File: src/rtl/cmdq_pkg.sv
package cmdq_pkg;

  localparam int unsigned OP_W = 8;

  typedef enum logic [OP_W-1:0] {
    OP_PREFETCH   = 8'h01,
    OP_CFG_STE    = 8'h03,
    OP_CFG_ALL    = 8'h04,
    OP_CFG_CD     = 8'h05,
    OP_CFG_CD_ALL = 8'h06,
    OP_INV_ASID   = 8'h11,
    OP_INV_EL2    = 8'h20,
    OP_INV_NSNH   = 8'h30,
    OP_SYNC       = 8'h46
  } cmd_op_e;

  // Positions in the action pulse vector
  localparam int unsigned ACT_CFG_STE    = 0;
  localparam int unsigned ACT_CFG_ALL    = 1;
  localparam int unsigned ACT_CFG_CD     = 2;
  localparam int unsigned ACT_CFG_CD_ALL = 3;
  localparam int unsigned ACT_INV_ASID   = 4;
  localparam int unsigned ACT_INV_EL2    = 5;
  localparam int unsigned ACT_INV_NSNH   = 6;
  localparam int unsigned ACT_SYNC       = 7;
  localparam int unsigned NUM_ACT        = 8;

endpackage

File: src/rtl/cmdq_store.sv
// Slot storage: keeps only the command fields the engine decodes.
module cmdq_store #(
  parameter int unsigned IDX_W = 4,
  parameter int unsigned ENT_W = 29
) (
  input  logic             clk,
  input  logic             wr_en,
  input  logic [IDX_W-1:0] wr_idx,
  input  logic [ENT_W-1:0] wr_ent,
  input  logic [IDX_W-1:0] rd_idx,
  output logic [ENT_W-1:0] rd_ent
);
  localparam int unsigned DEPTH = 1 << IDX_W;

  logic [ENT_W-1:0] slot_q [DEPTH];

  for (genvar g = 0; g < DEPTH; g++) begin : g_slot
    always_ff @(posedge clk) begin
      if (wr_en && (wr_idx == IDX_W'(g))) begin
        slot_q[g] <= wr_ent;
      end
    end
  end

  assign rd_ent = slot_q[rd_idx];
endmodule

File: src/rtl/cmdq_ptrs.sv
// Producer/consumer pointers with a wrap flag above the index.
module cmdq_ptrs #(
  parameter int unsigned IDX_W = 4,
  parameter int unsigned REG_W = 32
) (
  input  logic             clk,
  input  logic             rst_n,
  input  logic             prod_wr_en,
  input  logic [REG_W-1:0] prod_wr_data,
  input  logic             adv_i,
  output logic [IDX_W:0]   prod_o,
  output logic [IDX_W:0]   cons_o,
  output logic             empty_o,
  output logic             full_o
);
  localparam int unsigned PTR_W = IDX_W + 1;

  logic [PTR_W-1:0] prod_q, cons_q;
  logic             unused_prod_hi;

  assign unused_prod_hi = ^prod_wr_data[REG_W-1:PTR_W];

  always_ff @(posedge clk or negedge rst_n) begin
    if (!rst_n) begin
      prod_q <= '0;
    end else if (prod_wr_en) begin
      prod_q <= prod_wr_data[PTR_W-1:0];
    end
  end

  always_ff @(posedge clk or negedge rst_n) begin
    if (!rst_n) begin
      cons_q <= '0;
    end else if (adv_i) begin
      cons_q <= cons_q + PTR_W'(1);
    end
  end

  assign empty_o = (prod_q == cons_q);
  assign full_o  = (prod_q[IDX_W-1:0] == cons_q[IDX_W-1:0]) &&
                   (prod_q[IDX_W] != cons_q[IDX_W]);
  assign prod_o  = prod_q;
  assign cons_o  = cons_q;
endmodule

File: src/rtl/cmdq_decode.sv
// Opcode decode into a one-hot action vector.
module cmdq_decode
  import cmdq_pkg::*;
(
  input  logic [OP_W-1:0]    op_i,
  output logic               known_o,
  output logic [NUM_ACT-1:0] act_o
);
  always_comb begin
    known_o = 1'b1;
    act_o   = '0;
    case (op_i)
      OP_PREFETCH:   act_o = '0;
      OP_CFG_STE:    act_o[ACT_CFG_STE]    = 1'b1;
      OP_CFG_ALL:    act_o[ACT_CFG_ALL]    = 1'b1;
      OP_CFG_CD:     act_o[ACT_CFG_CD]     = 1'b1;
      OP_CFG_CD_ALL: act_o[ACT_CFG_CD_ALL] = 1'b1;
      OP_INV_ASID:   act_o[ACT_INV_ASID]   = 1'b1;
      OP_INV_EL2:    act_o[ACT_INV_EL2]    = 1'b1;
      OP_INV_NSNH:   act_o[ACT_INV_NSNH]   = 1'b1;
      OP_SYNC:       act_o[ACT_SYNC]       = 1'b1;
      default:       known_o = 1'b0;
    endcase
  end
endmodule

File: src/rtl/cmdq_consumer.sv
module cmdq_consumer
  import cmdq_pkg::*;
#(
  parameter int unsigned IDX_W    = 4,
  parameter int unsigned WORD_W   = 64,
  parameter int unsigned REG_W    = 32,
  parameter int unsigned ASID_W   = 16,
  parameter int unsigned ASID_LSB = 48,
  parameter int unsigned RANGE_W  = 5,
  parameter int unsigned EN_BIT   = 3
) (
  input  logic              clk,
  input  logic              rst_n,
  input  logic              buf_wr_en,
  input  logic [IDX_W-1:0]  buf_wr_idx,
  input  logic [WORD_W-1:0] buf_wr_lo,
  input  logic [WORD_W-1:0] buf_wr_hi,
  input  logic              prod_wr_en,
  input  logic [REG_W-1:0]  prod_wr_data,
  input  logic              ctrl_wr_en,
  input  logic [REG_W-1:0]  ctrl_wr_data,
  input  logic              err_ack,
  output logic [IDX_W:0]    prod_ptr_o,
  output logic [IDX_W:0]    cons_ptr_o,
  output logic              cfg_ste_o,
  output logic              cfg_all_o,
  output logic              cfg_cd_o,
  output logic              cfg_cd_all_o,
  output logic              inv_asid_o,
  output logic              inv_el2_o,
  output logic              inv_nsnh_o,
  output logic              sync_done_o,
  output logic [ASID_W-1:0] inv_asid_val_o,
  output logic [RANGE_W-1:0] cfg_range_o,
  output logic              cmd_err_o
);
  localparam int unsigned ENT_W = OP_W + ASID_W + RANGE_W;

  // Stored slot fields: {range, asid, opcode}
  logic [ENT_W-1:0]   wr_ent, rd_ent;
  logic [OP_W-1:0]    rd_op;
  logic [ASID_W-1:0]  rd_asid;
  logic [RANGE_W-1:0] rd_range;
  logic               unused_words;

  assign wr_ent = {buf_wr_hi[RANGE_W-1:0],
                   buf_wr_lo[ASID_LSB +: ASID_W],
                   buf_wr_lo[OP_W-1:0]};
  assign unused_words = ^{buf_wr_hi[WORD_W-1:RANGE_W],
                          buf_wr_lo[ASID_LSB-1:OP_W]};

  cmdq_store #(.IDX_W(IDX_W), .ENT_W(ENT_W)) u_store (
    .clk    (clk),
    .wr_en  (buf_wr_en),
    .wr_idx (buf_wr_idx),
    .wr_ent (wr_ent),
    .rd_idx (cons_ptr_o[IDX_W-1:0]),
    .rd_ent (rd_ent)
  );

  assign rd_op    = rd_ent[OP_W-1:0];
  assign rd_asid  = rd_ent[OP_W +: ASID_W];
  assign rd_range = rd_ent[OP_W+ASID_W +: RANGE_W];

  // Control register: only the enable bit is kept
  logic ctrl_en_q;
  logic unused_ctrl;
  assign unused_ctrl = ^{ctrl_wr_data[REG_W-1:EN_BIT+1], ctrl_wr_data[EN_BIT-1:0]};

  always_ff @(posedge clk or negedge rst_n) begin
    if (!rst_n) begin
      ctrl_en_q <= 1'b0;
    end else if (ctrl_wr_en) begin
      ctrl_en_q <= ctrl_wr_data[EN_BIT];
    end
  end

  // Step control
  logic               q_empty, q_full, err_q, go, adv, err_set, dec_known;
  logic [NUM_ACT-1:0] dec_act, act_q;
  logic               unused_full;

  cmdq_decode u_dec (
    .op_i    (rd_op),
    .known_o (dec_known),
    .act_o   (dec_act)
  );

  assign go      = ctrl_en_q && !err_q && !q_empty;
  assign adv     = go && dec_known;
  assign err_set = go && !dec_known;
  assign unused_full = q_full;

  cmdq_ptrs #(.IDX_W(IDX_W), .REG_W(REG_W)) u_ptrs (
    .clk          (clk),
    .rst_n        (rst_n),
    .prod_wr_en   (prod_wr_en),
    .prod_wr_data (prod_wr_data),
    .adv_i        (adv),
    .prod_o       (prod_ptr_o),
    .cons_o       (cons_ptr_o),
    .empty_o      (q_empty),
    .full_o       (q_full)
  );

  always_ff @(posedge clk or negedge rst_n) begin
    if (!rst_n) begin
      err_q <= 1'b0;
    end else if (err_set) begin
      err_q <= 1'b1;
    end else if (err_ack) begin
      err_q <= 1'b0;
    end
  end

  always_ff @(posedge clk or negedge rst_n) begin
    if (!rst_n) begin
      act_q          <= '0;
      inv_asid_val_o <= '0;
      cfg_range_o    <= '0;
    end else begin
      act_q <= adv ? dec_act : '0;
      if (adv && dec_act[ACT_INV_ASID]) inv_asid_val_o <= rd_asid;
      if (adv && dec_act[ACT_CFG_ALL])  cfg_range_o    <= rd_range;
    end
  end

  assign cfg_ste_o    = act_q[ACT_CFG_STE];
  assign cfg_all_o    = act_q[ACT_CFG_ALL];
  assign cfg_cd_o     = act_q[ACT_CFG_CD];
  assign cfg_cd_all_o = act_q[ACT_CFG_CD_ALL];
  assign inv_asid_o   = act_q[ACT_INV_ASID];
  assign inv_el2_o    = act_q[ACT_INV_EL2];
  assign inv_nsnh_o   = act_q[ACT_INV_NSNH];
  assign sync_done_o  = act_q[ACT_SYNC];
  assign cmd_err_o    = err_q;
endmodule

File: config.mk
export PLATFORM = sky130hd
export DESIGN_NAME = cmdq_consumer
export DESIGN_NICKNAME = d
export VERILOG_FILES = /design/src/rtl/cmdq_pkg.sv /design/src/rtl/cmdq_store.sv /design/src/rtl/cmdq_ptrs.sv /design/src/rtl/cmdq_decode.sv /design/src/rtl/cmdq_consumer.sv
export SDC_FILE = /design/constraint.sdc
export NUM_CORES = 1
export LEC_CHECK = 0
export BUFFER_PORTS_ARGS = -buffer_cell sky130_fd_sc_hd__buf_4
export CORE_UTILIZATION = 55
export CTS_CLUSTER_DIAMETER = 200
export DETAILED_ROUTE_END_ITERATION = 8
export PLACE_DENSITY = 0.76
export SLEW_MARGIN = 30
export SYNTH_ARGS = -nofsm -noshare
export SYNTH_HDL_FRONTEND = slang
export SYNTH_SLANG_ARGS = --single-unit
File: constraint.sdc
create_clock -name clk -period 4.4 [get_ports clk]
set_input_delay 0.88 -clock clk [delete_from_list [all_inputs] [get_ports clk]]
set_output_delay 0.88 -clock clk [all_outputs]
set_load 0.1 [all_outputs]
Word level (Yosys, flattened, before mapping)
Memories as Yosys holds them, arrays and structs flattened.
Cells that the tools add are included.
Widths: inputs -> output; s select.
{"block": "op_classes", "add_sub_neg": 1, "n_eq_ne": 25, "muxes": 89, "reduce_logical": 43}
{"op": "$mux 29", "n": 15}
{"op": "$reduce_or 29->1", "n": 15}
{"op": "$mux 4", "n": 15}
{"op": "$mux 1", "n": 58}
{"op": "$eq 4x4->1 const B", "n": 8}
{"op": "$eq 8x3->1 const B", "n": 3}
{"op": "$logic_and 1x1->1", "n": 22}
{"op": "$eq 4x3->1 const B", "n": 4}
{"op": "$eq 8x6->1 const B", "n": 2}
{"op": "$reduce_or 9->1", "n": 1}
{"op": "$eq 4x2->1 const B", "n": 2}
{"op": "$eq 8x1->1 const B", "n": 1}
{"op": "$eq 8x2->1 const B", "n": 1}
{"op": "$eq 8x5->1 const B", "n": 1}
{"op": "$eq 8x7->1 const B", "n": 1}
{"op": "$mux 8", "n": 1}
{"op": "$add 5x1->5 const B", "n": 1}
{"op": "$eq 5x5->1", "n": 1}
{"op": "$eq 4x1->1 const B", "n": 1}
{"op": "$logic_not 4->1", "n": 1}
{"op": "$logic_not 1->1", "n": 3}
{"op": "$reduce_bool 2->1", "n": 1}
{"block": "word_totals", "reg_bits": 41, "mem_bits_rw": 464, "in_bits": 202, "out_inout_bits": 40, "elab_cells": 166, "n_memories": 1}
{"name": "u_store.slot_q", "words": 16, "word_bits": 29, "rd": 1, "rd_clocked_by_memory_dff": 0, "wr": 1, "line_no": "cmdq_store.sv:15", "source": "logic [ENT_W-1:0] slot_q [DEPTH];"}

Logic depth before layout (Yosys ltp)
{"block": "logic_depth", "depth_word": 20, "ltp_mapped": 13, "mapped_depth_nobuf": 7}

By module
Synthesis repeated with hierarchy kept, for this count alone.
{"block": "unflattened", "hier_cells": 858, "area_unflattened_um2": 19241.0}
{"module": "cmdq_store", "n_inst": 1, "cells_each": 732, "area_per_inst_um2": 17451.7, "seq_area_each_um2": 13933.4}
{"module": "cmdq_consumer", "n_inst": 1, "cells_each": 69, "area_per_inst_um2": 1196.1, "seq_area_each_um2": 775.7}
{"module": "cmdq_ptrs", "n_inst": 1, "cells_each": 32, "area_per_inst_um2": 441.7, "seq_area_each_um2": 250.2}
{"module": "cmdq_decode", "n_inst": 1, "cells_each": 25, "area_per_inst_um2": 151.4, "seq_area_each_um2": 0.0}

Worst setup path after synthesis
No wires, ideal clock.
{"block": "synth_timing", "path_type": "flip-flop to flip-flop", "startpoint": "register u_ptrs.cons_q[0] (netlist: u_ptrs.cons_o[0])", "endpoint": "register inv_asid_val_o[6]", "arrival_time_ns": 4.199, "slack_ns": 0.076, "path_stages_with_launch": 9, "path_buffers": 5, "path_cell_list": "dfrtp_1 buf_2 buf_2 clkbuf_1 buf_1 buf_1 mux4_2 mux4_2 mux2_4"}
{"block": "synth_between", "elab_chain_cells": 6, "word_cells_on_any_way": 18, "classes_between": "eq/ne: 10; mux: 2; reduce/logical: 5; memory: 1"}
{"element": "from (decl)", "line_no": "cmdq_ptrs.sv:18", "source": "logic [PTR_W-1:0] prod_q, cons_q;"}
{"element": "from (signal assigned)", "line_no": "cmdq_ptrs.sv:35", "source": "cons_q <= cons_q + PTR_W'(1);"}
{"element": "$mem_v2 16x29"}
{"element": "$eq 8x1->1, or another cell as far along", "line_no": "cmdq_decode.sv:12", "source": "case (op_i)"}
{"element": "$reduce_or 9->1 (no source line)"}
{"element": "$mux 1", "line_no": "cmdq_decode.sv:12"}
{"element": "$logic_and 1x1->1", "line_no": "cmdq_consumer.sv:90", "source": "assign adv = go && dec_known;"}
{"element": "$logic_and 1x1->1", "line_no": "cmdq_consumer.sv:123", "source": "if (adv && dec_act[ACT_INV_ASID]) inv_asid_val_o <= rd_asid;"}
{"element": "to (signal assigned)", "line_no": "cmdq_consumer.sv:123"}
{"element": "to (decl)", "line_no": "cmdq_consumer.sv:33", "source": "output logic [ASID_W-1:0] inv_asid_val_o,"}
Several ways; a longest one is shown, not always the timed one.
A chain may end at the register's enable or synchronous reset.

Worst setup path after layout
{"block": "layout_timing", "startpoint": "register u_ptrs.cons_q[2] (netlist: u_ptrs.cons_o[2])", "endpoint": "register inv_asid_val_o[6]"}
Same word-level chain as after synthesis.

==> results.cfg <==
[floorplanning]
io_pins = 242
dieArea_mm2 = 0.0358
fp-row-count = 68
die_y_um = 189
start_util = 0.559
core_area_mm2 = 0.0345
die_x_um = 189

[logic_synthesis]
syn_area_mm2 = 0.0193
synth_edf_count = 464
synth_ff_type = edfxtp_1
synth_nets = 1048
ys_seq_area_frac = 0.775
postSynthCellCount = 845
ys_warn_count = 0
synth_seq_cells = 505
ys_types = 51
syn_avg_cell_area_um2 = 22.8
async_flop_share = 0.0812

[grt]
grt_pass1_wl_um = 60000
grt_pass1_vias = 9342
grt_max_degree = 47
antenna_found_initial = 0
grt_util_met2 = 0.376
met1_usage = 0.329
grt.met3_usage = 0.0460
grt_most_used_layer = met2
grt_overflow = 0
track_usage = 0.234

[timing]
relSlewSlack = 0.499
hold_viol = 0
tightest_slew_ns = 0.750
rsz0062_at_grt = no
layout_min_cycle_time_ns = 3.77
clock.fmax_mhz = 265
worst_hold_slack_ns = 0.379
skew_ns = 0.0249
timing.final.crit_share = 0.856
setup_violations = 0
drv_slew = 0
setup_tns_ns = 0

[place]
portBuffers = 84
gp_congestion = 0.758
hpwl_um = 21000

[cts]
numCtsBuffers = 50
clk_path_buf_depth = 3
root_buffer = clkbuf_16
insertion_delay_ns = 0.57
hold_buffers = 0
cts_resized = 0
cts-htree-levels = 2
cts_tree = done
cts.clk_slew.worst_paths_ns = 0.06
cts.sinks = 505
cts_setup_buffers = 0

[critical_path]
cp-start-kind = register
reg2reg_slack_ns = 0.63
crit_type = reg2reg
reg2reg_depth = 8
end_kind = register
r2r-start = u_ptrs.cons_o[2]
cp-startpoint = u_ptrs.cons_o[2]
cp.required_ns = 4.84
crit_arrival_ns = 4.21
crit_fanout = 25

[min_path]
hp-class = in2async

[routing]
drc = 0
vias = 9072
wl_per_cell_um = 27.5
antenna_left = 0
drt-initial-drc-count = 982
dr.pass1.iters = 5
vias_per_cell = 6.18
routed_wl_um = 40400

[status]
status = completed

[cells_and_area]
fin_nets = 1176
final_layout_size_suffix_gt1_frac = 0.375
n_antenna_cell = 0
fill_cells = 2266
area_growth_pct = 15.6

[power_and_ir_drop]
p_leak_uw = 0.00738
ir_worst_vdd_v = 0.000360
p_per_area_mw_per_mm2 = 535

[run]
maxCapViolations = 0
==> Yosys cell counts, drive strengths merged (3+ instances only) <==
cell    count  area share
nand2b      8      0.0026
o32ai       4      0.0018
nand2       7      0.0014
xor2        4      0.0018
o21ai       3     0.00078
mux2       38       0.024
dfrtp      41       0.053
and2        4      0.0013
nor2       22      0.0043
nor4        3     0.00097
clkbuf     15      0.0029
a21oi       4      0.0010
mux2i       8      0.0041
or3         5      0.0019
o22ai       5      0.0016
nand3       7      0.0018
edfxtp    464        0.72
mux4      124        0.14
buf        23      0.0070
xnor2       5      0.0023
nor3       13      0.0034
inv         7      0.0014
or4         5      0.0025
==> sequential cells by signal (all words and copies together), names as in the netlist <==
| name | flops |
|---|---|
| u_store.slot_q | 464 |
| inv_asid_val_o | 16 |
| act_q | 8 |
| cfg_range_o | 5 |
| u_ptrs.cons_o | 5 |
| u_ptrs.prod_o | 5 |
| cmd_err_o | 1 |
| ctrl_en_q | 1 |
==> metrics by stage <==
step / setup WS, ns / cell area [um^2] / std cells / util / power, uW
floorplan: 0.0757 / 19300 / 845 / - / 7300
global placement: 0.676 / 20700 / 1376 / 0.598 / 7800
detailed placement: 0.641 / 20700 / 1376 / 0.598 / 7830
CTS: 0.634 / 22300 / 1469 / 0.646 / 12000
global route: 0.422 / 22300 / 1469 / 0.646 / 12300
finish: 0.632 / 22300 / 1469 / 0.646 / 11900
==> critical path, cell delays in order, from the launching register on <==
cell     delay, ns
dfrtp_2       0.77
buf_4         0.27
mux2_2        0.34
o22ai_1       0.16
o21ai_0       0.12
and2_1        0.22
or4_4         0.59
or4_4         0.79
mux2_4        0.37
==> area by class of cell <==
type	instances	area (um^2)	share of cell area
inverter	7	26.3	0.00118
timing repair buffer	114	868	0.0389
sequential	505	15000	0.671
clock inverter	22	258	0.0116
clock buffer	71	1380	0.0619
multi-input combinational	295	4230	0.190
tap	455	569	0.0255
==> placed cells by master, fill, tap and decap left out, types with 9 or more instances in the layout <==
cell type  instances
edfxtp_1         464
mux4_2           124
buf_4            113
clkbuf_16         50
dfrtp_1           38
mux2_2            29
clkbuf_1          16
nor2_4            12
nor2_1            10
clkinv_2          10
nor3_1             9
mux2_4             9
==> cells by family (layout without fill, tap and decap cells) <==
family	count (synthesis)	count (layout)	share of synthesized area
compound gates	31	31	0.0121
xor+xnor	9	9	0.00408
fa+ha+maj	1	1	0.000648
buf+inv	45	214	0.0113
flops	505	505	0.775
mux	170	170	0.173
simple gates	84	84	0.0239
==> metal layers <==
metal / part of all wire / up-vias
li1: - / 3819
met1: 0.41 / 4765
met2: 0.49 / 420
met3: 0.076 / 68
met4: 0.022 / 0
met5: 0 / -
==> final timing paths <==
path,endpoint
max in group asynchronous,u_ptrs.cons_o[1]
worst min-delay path,cfg_range_o[3]
worst max-delay path,inv_asid_val_o[6]
worst min register to register,cfg_range_o[1]
worst max register to register,inv_asid_val_o[6]
min in group clk,cfg_range_o[1]
==> power by group <==
group / switching [uW] / internal (uW) / total [uW]
logic: 1180 / 1010 / 2190
clock network: 1730 / 2490 / 4210
registers: 140 / 5390 / 5530
(Power assumes the default switching activity.)
